--- src/rtl/pzo_pkg.sv ---
package pzo_pkg;
  typedef enum logic {OP_RD = 1'b0, OP_WR = 1'b1} bus_op_e;

  function automatic logic in_window(input logic [31:0] a, input logic [31:0] lo,
                                     input logic [31:0] hi);
    return (a >= lo) && (a <= hi);
  endfunction
endpackage

--- src/rtl/pzo_zone_match.sv ---
module pzo_zone_match #(
  parameter int AW = 16,
  parameter int NZ = 2,
  parameter logic [NZ*AW-1:0] ZBASE  = '0,
  parameter logic [NZ*AW-1:0] ZLIMIT = '0
) (
  input  logic [AW-1:0] addr,
  input  logic [NZ-1:0] zone_on,
  output logic          hit
);
  logic [NZ-1:0] per_zone;

  generate
    for (genvar z = 0; z < NZ; z++) begin : g_zone
      assign per_zone[z] = zone_on[z] &&
        pzo_pkg::in_window(32'(addr), 32'(ZBASE[z*AW +: AW]), 32'(ZLIMIT[z*AW +: AW]));
    end
  endgenerate

  assign hit = |per_zone;
endmodule

--- src/rtl/pzo_wfifo.sv ---
module pzo_wfifo #(
  parameter int AW = 16,
  parameter int DW = 16,
  parameter int DEPTH = 4,
  localparam int CW = $clog2(DEPTH + 1),
  localparam int PW = (DEPTH > 1) ? $clog2(DEPTH) : 1
) (
  input  logic          clk,
  input  logic          rst,
  input  logic          push,
  input  logic [AW-1:0] push_addr,
  input  logic [DW-1:0] push_data,
  input  logic          push_prot,
  input  logic          pop,
  output logic [AW-1:0] head_addr,
  output logic [DW-1:0] head_data,
  output logic [CW-1:0] cnt,
  output logic [CW-1:0] prot_cnt
);
  logic [AW-1:0] mem_a [DEPTH];
  logic [DW-1:0] mem_d [DEPTH];
  logic          mem_p [DEPTH];
  logic [PW-1:0] wp, rp;
  logic          head_prot;

  function automatic logic [PW-1:0] step(input logic [PW-1:0] p);
    return (p == PW'(DEPTH - 1)) ? '0 : p + 1'b1;
  endfunction

  always_ff @(posedge clk) begin
    if (push) begin
      mem_a[wp] <= push_addr;
      mem_d[wp] <= push_data;
      mem_p[wp] <= push_prot;
    end
  end

  assign head_addr = mem_a[rp];
  assign head_data = mem_d[rp];
  assign head_prot = mem_p[rp];

  always_ff @(posedge clk) begin
    if (rst) begin
      wp       <= '0;
      rp       <= '0;
      cnt      <= '0;
      prot_cnt <= '0;
    end else begin
      if (push) wp <= step(wp);
      if (pop)  rp <= step(rp);
      cnt      <= cnt + CW'(push) - CW'(pop);
      prot_cnt <= prot_cnt + CW'(push && push_prot) - CW'(pop && head_prot);
    end
  end
endmodule

--- src/rtl/pzo_arb.sv ---
module pzo_arb #(
  parameter int DEPTH = 4,
  localparam int CW = $clog2(DEPTH + 1)
) (
  input  logic          rd_valid,
  input  logic          rd_hit,
  input  logic          wr_valid,
  input  logic          wr_hit,
  input  logic [CW-1:0] cnt,
  input  logic [CW-1:0] prot_cnt,
  output logic          push,
  output logic          rd_go,
  output logic          wr_go,
  output logic          rd_stall,
  output logic          wr_stall
);
  logic full, pend_any, pend_prot, rd_block;

  always_comb begin
    full      = (cnt == CW'(DEPTH));
    push      = wr_valid && !full;
    pend_any  = (cnt != '0) || push;
    pend_prot = (prot_cnt != '0) || (push && wr_hit);
    rd_block  = pend_any && (rd_hit || pend_prot);
    rd_go     = rd_valid && !rd_block && !full;
    wr_go     = !rd_go && (cnt != '0);
    rd_stall  = rd_valid && !rd_go;
    wr_stall  = full;
  end
endmodule

--- src/rtl/pzo_order_unit.sv ---
module pzo_order_unit #(
  parameter int AW = 16,
  parameter int DW = 16,
  parameter int DEPTH = 4,
  parameter int NZONES = 2,
  parameter logic [NZONES*AW-1:0] ZBASE  = {16'h6000, 16'h1000},
  parameter logic [NZONES*AW-1:0] ZLIMIT = {16'h6FFF, 16'h1FFF},
  parameter logic [NZONES-1:0]    EN_RESET = '1,
  localparam int CW = $clog2(DEPTH + 1)
) (
  input  logic              clk,
  input  logic              rst,
  input  logic              cfg_we,
  input  logic [NZONES-1:0] cfg_en,
  input  logic              wr_valid,
  input  logic [AW-1:0]     wr_addr,
  input  logic [DW-1:0]     wr_data,
  output logic              wr_stall,
  input  logic              rd_valid,
  input  logic [AW-1:0]     rd_addr,
  output logic              rd_stall,
  output logic              bus_valid,
  output logic              bus_we,
  output logic [AW-1:0]     bus_addr,
  output logic [DW-1:0]     bus_wdata
);
  import pzo_pkg::*;

  logic [NZONES-1:0] zone_on;
  logic              rd_hit, wr_hit;
  logic              push, rd_go, wr_go;
  logic [AW-1:0]     head_addr;
  logic [DW-1:0]     head_data;
  logic [CW-1:0]     fifo_cnt, prot_cnt;
  bus_op_e           op;

  always_ff @(posedge clk) begin
    if (rst)         zone_on <= EN_RESET;
    else if (cfg_we) zone_on <= cfg_en;
  end

  pzo_zone_match #(.AW(AW), .NZ(NZONES), .ZBASE(ZBASE), .ZLIMIT(ZLIMIT)) u_rmatch (
    .addr(rd_addr), .zone_on(zone_on), .hit(rd_hit));

  pzo_zone_match #(.AW(AW), .NZ(NZONES), .ZBASE(ZBASE), .ZLIMIT(ZLIMIT)) u_wmatch (
    .addr(wr_addr), .zone_on(zone_on), .hit(wr_hit));

  pzo_wfifo #(.AW(AW), .DW(DW), .DEPTH(DEPTH)) u_fifo (
    .clk(clk), .rst(rst),
    .push(push), .push_addr(wr_addr), .push_data(wr_data), .push_prot(wr_hit),
    .pop(wr_go), .head_addr(head_addr), .head_data(head_data),
    .cnt(fifo_cnt), .prot_cnt(prot_cnt));

  pzo_arb #(.DEPTH(DEPTH)) u_arb (
    .rd_valid(rd_valid), .rd_hit(rd_hit), .wr_valid(wr_valid), .wr_hit(wr_hit),
    .cnt(fifo_cnt), .prot_cnt(prot_cnt),
    .push(push), .rd_go(rd_go), .wr_go(wr_go),
    .rd_stall(rd_stall), .wr_stall(wr_stall));

  assign op = wr_go ? OP_WR : OP_RD;

  always_ff @(posedge clk) begin
    if (rst) begin
      bus_valid <= 1'b0;
      bus_we    <= 1'b0;
      bus_addr  <= '0;
      bus_wdata <= '0;
    end else begin
      bus_valid <= rd_go || wr_go;
      bus_we    <= (op == OP_WR);
      if (wr_go) begin
        bus_addr  <= head_addr;
        bus_wdata <= head_data;
      end else if (rd_go) begin
        bus_addr  <= rd_addr;
        bus_wdata <= '0;
      end
    end
  end
endmodule

--- config.mk ---
export PLATFORM = sky130hd
export DESIGN_NAME = pzo_order_unit
export DESIGN_NICKNAME = d
export VERILOG_FILES = /design/src/rtl/pzo_pkg.sv /design/src/rtl/pzo_zone_match.sv /design/src/rtl/pzo_wfifo.sv /design/src/rtl/pzo_arb.sv /design/src/rtl/pzo_order_unit.sv
export SDC_FILE = /design/constraint.sdc
export NUM_CORES = 1
export LEC_CHECK = 0
export BUFFER_PORTS_ARGS = -buffer_cell sky130_fd_sc_hd__buf_4
export CELL_PAD_IN_SITES_DETAIL_PLACEMENT = 1
export CELL_PAD_IN_SITES_GLOBAL_PLACEMENT = 2
export CORE_ASPECT_RATIO = 0.8
export CORE_MARGIN = 3
export CORE_UTILIZATION = 43
export DETAILED_ROUTE_END_ITERATION = 6
export PLACE_DENSITY = 0.79
export SYNTH_ARGS = -nofsm -noshare
export SYNTH_HDL_FRONTEND = slang
export SYNTH_SLANG_ARGS = --single-unit
--- constraint.sdc ---
create_clock -name clk -period 3.53 [get_ports clk]
set_input_delay 0.1765 -clock clk [delete_from_list [all_inputs] [get_ports clk]]
set_output_delay 0.1765 -clock clk [all_outputs]
set_load 0.01 [all_outputs]
# [After elaboration in Yosys (flattened, before gate mapping)]
# Memories as Yosys holds them, arrays and structs flattened. A register that Yosys moved wholly into a read port is not among the register bits.
# Cells that the tools add are included.
[totals] output_inout_bits=36 ram_bits=132 in_bits=55 register_bits=46 n_memories=3 word_cells=72
[memory_table] memory="u_fifo.mem_a" words=4 word_bits=16 rd=1 rd_ports_with_merged_regs=1 wr=1 line="pzo_wfifo.sv:20" source="logic [AW-1:0] mem_a [DEPTH];"
[memory_table] memory="u_fifo.mem_d" words=4 word_bits=16 rd=1 rd_ports_with_merged_regs=1 wr=1 line="pzo_wfifo.sv:21" source="logic [DW-1:0] mem_d [DEPTH];"
[memory_table] memory="u_fifo.mem_p" words=4 word_bits=1 rd=1 rd_ports_with_merged_regs=1 wr=1 line="pzo_wfifo.sv:22" source="logic mem_p [DEPTH];"
[op_classes] n_addsub=6 n_reduce_logical=28 n_mux=15 order_cmp=8 eq_ne=3
[op_table] cell="16-bit two-way mux" n=4
[op_table] cell="16-bit by 13-bit greater-or-equal comparator with 1-bit output (second input constant)" n=2
[op_table] cell="16-bit by 15-bit greater-or-equal comparator with 1-bit output (second input constant)" n=2
[op_table] cell="16-bit by 13-bit <= comparator with 1-bit output (second input constant)" n=2
[op_table] cell="16-bit by 15-bit <= comparator with 1-bit output (second input constant)" n=2
[op_table] cell="1-bit logical AND" n=16
[op_table] cell="2-bit two-way mux" n=8
[op_table] cell="3-bit by 1-bit adder with 3-bit output" n=2
[op_table] cell="3-bit nonzero test" n=2
[op_table] cell="3-bit by 1-bit subtractor with 3-bit output" n=2
[op_table] cell="2-bit by 1-bit adder with 2-bit output (second input constant)" n=2
[op_table] cell="2-bit equality test (second input constant)" n=2
[op_table] cell="1-bit logical OR" n=4
[op_table] cell="2-bit OR reduction" n=2
[op_table] cell="3-bit equality test (second input constant)" n=1
[op_table] cell="1-bit zero test" n=3
[op_table] cell="1-bit two-way mux" n=3
[op_table] cell="2-bit nonzero test" n=1

# [Depth between registers and ports, before layout]
[depth] word_depth=15 mapped_depth=13 depth_no_buf=12

# [Cells and area by module]
# Synthesis repeated with hierarchy kept, for this count alone.
[hier_totals] cells_unflattened=404 hier_area_um2=7068.0
[modules_own_cells] module="pzo_wfifo" cells_per_inst=230 instances=1 seq_area_each_um2=4204.0 area_per_inst_um2=5417.7
[modules_own_cells] module="pzo_order_unit" cells_per_inst=154 instances=1 seq_area_each_um2=720.7 area_per_inst_um2=1516.5
[modules_own_cells] module="pzo_arb" cells_per_inst=14 instances=1 seq_area_each_um2=0.0 area_per_inst_um2=83.8
[modules_own_cells] module="pzo_zone_match" cells_per_inst=3 instances=2 seq_area_each_um2=0.0 area_per_inst_um2=25.0

# [Worst setup path before layout]
# No wires, ideal clock.
[synth_path] kind="flip-flop to flip-flop" startpoint="register u_fifo.cnt[1]" endpoint="register u_fifo.prot_cnt[2]" path_buffers=1 path_stages_with_launch=14 required_ns=3.402 synth_period_minus_slack_ns=2.894 setup_time_ns=0.128 arrival_ns=2.766 setup_slack_ns=0.636 path_cell_list="dfxtp_1 nor3b_2 nor2b_2 a211o_1 o21a_1 buf_2 and2_1 ha_1 inv_1 ha_1 fa_1 xnor2_1 xnor2_1 nor2_1"
[synth_between] elab_chain_len=14 word_cells_on_any_way=17 classes_between="2 x add/sub; 1 x eq/ne; 14 x reduce/logical"
[synth_rtl] item="start: declaration" line="pzo_wfifo.sv:17" source="output logic [CW-1:0] cnt,"
[synth_rtl] item="start signal: assignment" line="pzo_wfifo.sv:51" source="cnt <= cnt + CW'(push) - CW'(pop);"
[synth_rtl] item="3-bit equality test *" line="pzo_arb.sv:20" source="full = (cnt == CW'(DEPTH));"
[synth_rtl] item="via wr_stall" line="pzo_order_unit.sv:18" source="output logic wr_stall,"
[synth_rtl] item="1-bit zero test *" line="pzo_arb.sv:21, pzo_arb.sv:25"
[synth_rtl] item="1-bit logical AND" line="pzo_arb.sv:21" source="push = wr_valid && !full;"
[synth_rtl] item="1-bit logical AND" line="pzo_wfifo.sv:52, pzo_arb.sv:23"
[synth_rtl] item="1-bit logical OR" line="pzo_arb.sv:23" source="pend_prot = (prot_cnt != '0) || (push && wr_hit);"
[synth_rtl] item="1-bit logical OR" line="pzo_arb.sv:24" source="rd_block = pend_any && (rd_hit || pend_prot);"
[synth_rtl] item="1-bit logical AND" line="pzo_arb.sv:24"
[synth_rtl] item="1-bit zero test" line="pzo_arb.sv:25" source="rd_go = rd_valid && !rd_block && !full;"
[synth_rtl] item="1-bit logical AND (2 in series)" line="pzo_arb.sv:25"
[synth_rtl] item="1-bit zero test" line="pzo_arb.sv:26" source="wr_go = !rd_go && (cnt != '0);"
[synth_rtl] item="1-bit logical AND" line="pzo_arb.sv:26"
[synth_rtl] item="1-bit logical AND" line="pzo_wfifo.sv:52" source="prot_cnt <= prot_cnt + CW'(push && push_prot) - CW'(pop && head_prot);"
[synth_rtl] item="3-bit by 1-bit subtractor with 3-bit output *" line="pzo_wfifo.sv:52"
[synth_rtl] item="end signal: assignment" line="pzo_wfifo.sv:52"
[synth_rtl] item="end: declaration" line="pzo_wfifo.sv:18" source="output logic [CW-1:0] prot_cnt"
# Mark *: on every way through the listed nets, which the timed path passes. The rest lies on a longest branch.
# A chain may end at the register's enable or synchronous reset.

# [Final worst setup path]
[layout_path] startpoint="input port wr_addr[13]" endpoint="register u_fifo.cnt[2]"
[layout_between] elab_chain_len=14 word_cells_on_any_way=19 classes_between="1 x add/sub; 4 x order compare; 14 x reduce/logical"
[layout_rtl] item="start: declaration" line="pzo_order_unit.sv:16" source="input logic [AW-1:0] wr_addr,"
[layout_rtl] item="16-bit by 13-bit greater-or-equal comparator with 1-bit output (tied with other cells)" line="pzo_pkg.sv:6" source="return (a >= lo) && (a <= hi);"
[layout_rtl] item="1-bit logical AND" line="pzo_pkg.sv:6"
[layout_rtl] item="1-bit logical AND" line="pzo_zone_match.sv:15" source="assign per_zone[z] = zone_on[z] &&"
[layout_rtl] item="2-bit OR reduction *" line="pzo_zone_match.sv:20" source="assign hit = |per_zone;"
[layout_rtl] item="via u_arb.wr_hit" line="pzo_arb.sv:8" source="input logic wr_hit,"
[layout_rtl] item="1-bit logical AND *" line="pzo_arb.sv:23"
[layout_rtl] item="1-bit logical OR *" line="pzo_arb.sv:23"
[layout_rtl] item="1-bit logical OR *" line="pzo_arb.sv:24"
[layout_rtl] item="1-bit logical AND *" line="pzo_arb.sv:24"
[layout_rtl] item="1-bit zero test *" line="pzo_arb.sv:25"
[layout_rtl] item="1-bit logical AND * (2 in series)" line="pzo_arb.sv:25"
[layout_rtl] item="1-bit zero test *" line="pzo_arb.sv:26"
[layout_rtl] item="1-bit logical AND *" line="pzo_arb.sv:26"
[layout_rtl] item="3-bit by 1-bit subtractor with 3-bit output *" line="pzo_wfifo.sv:51"
# Marks and branches as above.

==> impl_metrics.env <==
export IMPL_hp_class="input port to flop"
export IMPL_die_h_um=118
export IMPL_vias_per_cell=5.15
export IMPL_netlist_area_um2=6720
export IMPL_crit_path_max_fanout=13
export IMPL_synthArstFlopShare_pct=0
export IMPL_synth_largest_area_cell="edfxtp_1"
export IMPL_drtAntennaViolNets=0
export IMPL_synth_flop_cell="edfxtp_1"
export IMPL_gp_congestion=0.680
export IMPL_drive_gt1_share_pct=34.3
export IMPL_dpl_cell_area_um2=7650
export IMPL_post_place_ws_ns=0.501
export IMPL_cts_path_max_buffers=2
export IMPL_synth_yosys_seq_area_share_pct=73.3
export IMPL_rows=40
export IMPL_worst_pin_slew_ns=1.00
export IMPL_nets=552
export IMPL_grt_max_degree=34
export IMPL_drc=0
export IMPL_grt_pass1_wl_um=23000
export IMPL_wire_per_inst_um=20.4
export IMPL_syn_to_final_growth_pct=28.6
export IMPL_maxCapViolCount=0
export IMPL_clock_latency_ns=0.43
export IMPL_cts_setup_buffers=0
export IMPL_fp_dieW_um=146
export IMPL_synth_top_area_share_pct=59.0
export IMPL_n_antenna_cell=0
export IMPL_path_clk_slew_ns=0.07
export IMPL_cts_root_buf="clkbuf_16"
export IMPL_ys_types=31
export IMPL_critPathArrivalTime_ns=3.43
export IMPL_crit_type="input port to flop"
export IMPL_layout_min_cycle_time_ns=3.11
export IMPL_antenna_found_initial=0
export IMPL_layout_setup_ws_ns=0.420
export IMPL_rsz0062_at_grt="false"
export IMPL_grt_pass1_vias=4090
export IMPL_fmax_mhz=322
export IMPL_wirelength_um=14500
export IMPL_leakage_nw=3.14
export IMPL_dr_pass1_iters=5
export IMPL_core_area_um2=15200
export IMPL_syn_nets=414
export IMPL_yosysWarnings=0
export IMPL_synthTopCellsByArea="edfxtp_1 (59%), dfxtp_1 (14%), mux4_2 (11%)"
export IMPL_initial_core_util_pct=44.3
export IMPL_power_per_cell_area_nw_per_um2=767
export IMPL_nFillCells=1370
export IMPL_dp_cells=638
export IMPL_cts_sinks=180
export IMPL_cp_required_ns=3.85
export IMPL_synth_common_cells="edfxtp_1 (132), dfxtp_1 (48), mux4_2 (33)"
export IMPL_synth_seq_cells=180
export IMPL_num_vias=3651
export IMPL_cts_tree="done"
export IMPL_design_power_total_mw=6.62
export IMPL_track_usage_pct=17.7
export IMPL_start_kind="input port"
export IMPL_finClkSkew_ns=0.00633
export IMPL_synth_edf_count=132
export IMPL_cts_buffers_inserted=17
export IMPL_finalInstanceArea_um2=8630
export IMPL_setup_violations_final=0
export IMPL_h_tree_depth=4
export IMPL_hpwl_um=8620
export IMPL_min_period_over_period_pct=88.1
export IMPL_finalHoldViolCount=0
export IMPL_slew_headroom_pct=33.2
export IMPL_slew_violations=0
export IMPL_yosysMostFrequentCell="edfxtp_1"
export IMPL_syn_inst=348
export IMPL_port_buffers=90
export IMPL_synth_avg_cell_area_um2=19.3
export IMPL_overflow=0
export IMPL_setup_tns_ns=0
export IMPL_io_pins=91
export IMPL_drt_iter0_markers=217
export IMPL_die_area_um2=17200
export IMPL_end_kind="flop"
export IMPL_status="finished clean"
export IMPL_worst_ir_drop_vdd_mv=0.407
export IMPL_fin_cells=709
[report_power, final]
part / switching (mW) / total, mW / internal (mW)
registers: 0.197 / 2.86 / 2.66
logic: 0.932 / 1.91 / 0.980
clock network: 0.900 / 1.85 / 0.952
[flip-flops by register name (all words and copies together) (netlist names), named ones only]
name	cells
bus_wdata	16
u_fifo.prot_cnt	3
u_fifo.mem_a	64
u_fifo.wp	2
u_fifo.mem_d	64
zone_on	2
u_fifo.mem_p	4
bus_addr	16
bus_we	1
bus_valid	1
u_fifo.cnt	3
u_fifo.rp	2
[worst max-delay path, stage by stage]
cell           delay (ns)
dlygate4sd3_1        0.54
buf_4                0.16
nand4bb_1            0.18
a21oi_1              0.46
a211o_1              0.25
o21a_1               0.15
buf_4                0.26
ha_1                 0.27
inv_1                0.06
ha_1                 0.13
inv_1                0.05
fa_1                 0.37
xor2_1               0.18
xnor2_1              0.14
nor2_1               0.06
[path summary, 6_finish.rpt]
path            startpoint            endpoint  slack (ns)  cells past startpoint
min reg2reg    bus_addr[6]         bus_addr[6]        0.47                      1
max reg2reg  u_fifo.cnt[1]  u_fifo.prot_cnt[2]        0.55                     13
min             rd_addr[7]         bus_addr[7]        0.02                      3
max            wr_addr[13]       u_fifo.cnt[2]        0.42                     15
[per-layer routing]
metal | vias to the layer above | part of all wire [%] | GRT usage [%]
li1 | 1672 | - | -
met1 | 1869 | 46 | 23.7
met2 | 95 | 48 | 28.1
met3 | 15 | 5.0 | 5.70
met4 | 0 | 1.2 | 5.10
met5 | - | 0 | 0
[metrics by stage]
| stage | hold slack (ns) | util, % |
|---|---|---|
| 2_1_floorplan | 0.248 | - |
| 3_3_place_gp | 0.376 | 50.5 |
| 3_5_place_dp | 0.382 | 50.5 |
| 4_1_cts | 0.000462 | 56.9 |
| 5_1_grt | 0.0273 | 56.9 |
| 6_report | 0.0201 | 56.9 |
[repair_timing]
action,CTS,global route
endpoints found under the hold margin,133,0
gates resized for setup,0,0
hold buffers,39,0
[cell families (layout without fill, tap and decap cells)]
| kind of cell | count (synthesis) | count (layout) | share of synthesized area [%] |
|---|---|---|---|
| buf+inv | 26 | 177 | 1.73 |
| compound gates | 45 | 45 | 5.50 |
| flops | 180 | 180 | 73.3 |
| simple gates | 31 | 31 | 2.91 |
| xor+xnor | 4 | 4 | 0.522 |
| fa+ha+maj | 11 | 11 | 2.27 |
| mux | 51 | 51 | 13.7 |
[placed cells by master, fill, tap and decap left out, drive strengths merged, types with 9 or more instances in the layout]
master and instances:
a22o 16, buf 97, clkbuf 17, dfxtp 48
dlygate4sd3 39, edfxtp 132, ha 9, inv 16
mux2i 18, mux4 33, o2bb2ai 16
[final cells by class]
class / count / area [µm²] / area share, %
multi-input combinational: 142 / 1690 / 19.5
clock inverter: 15 / 168 / 1.94
tap: 210 / 263 / 3.04
inverter: 9 / 33.8 / 0.391
sequential: 180 / 4930 / 57.1
clock buffer: 17 / 425 / 4.93
timing repair buffer: 136 / 1130 / 13.1
Note: power is estimated with default switching activity, not from simulation.
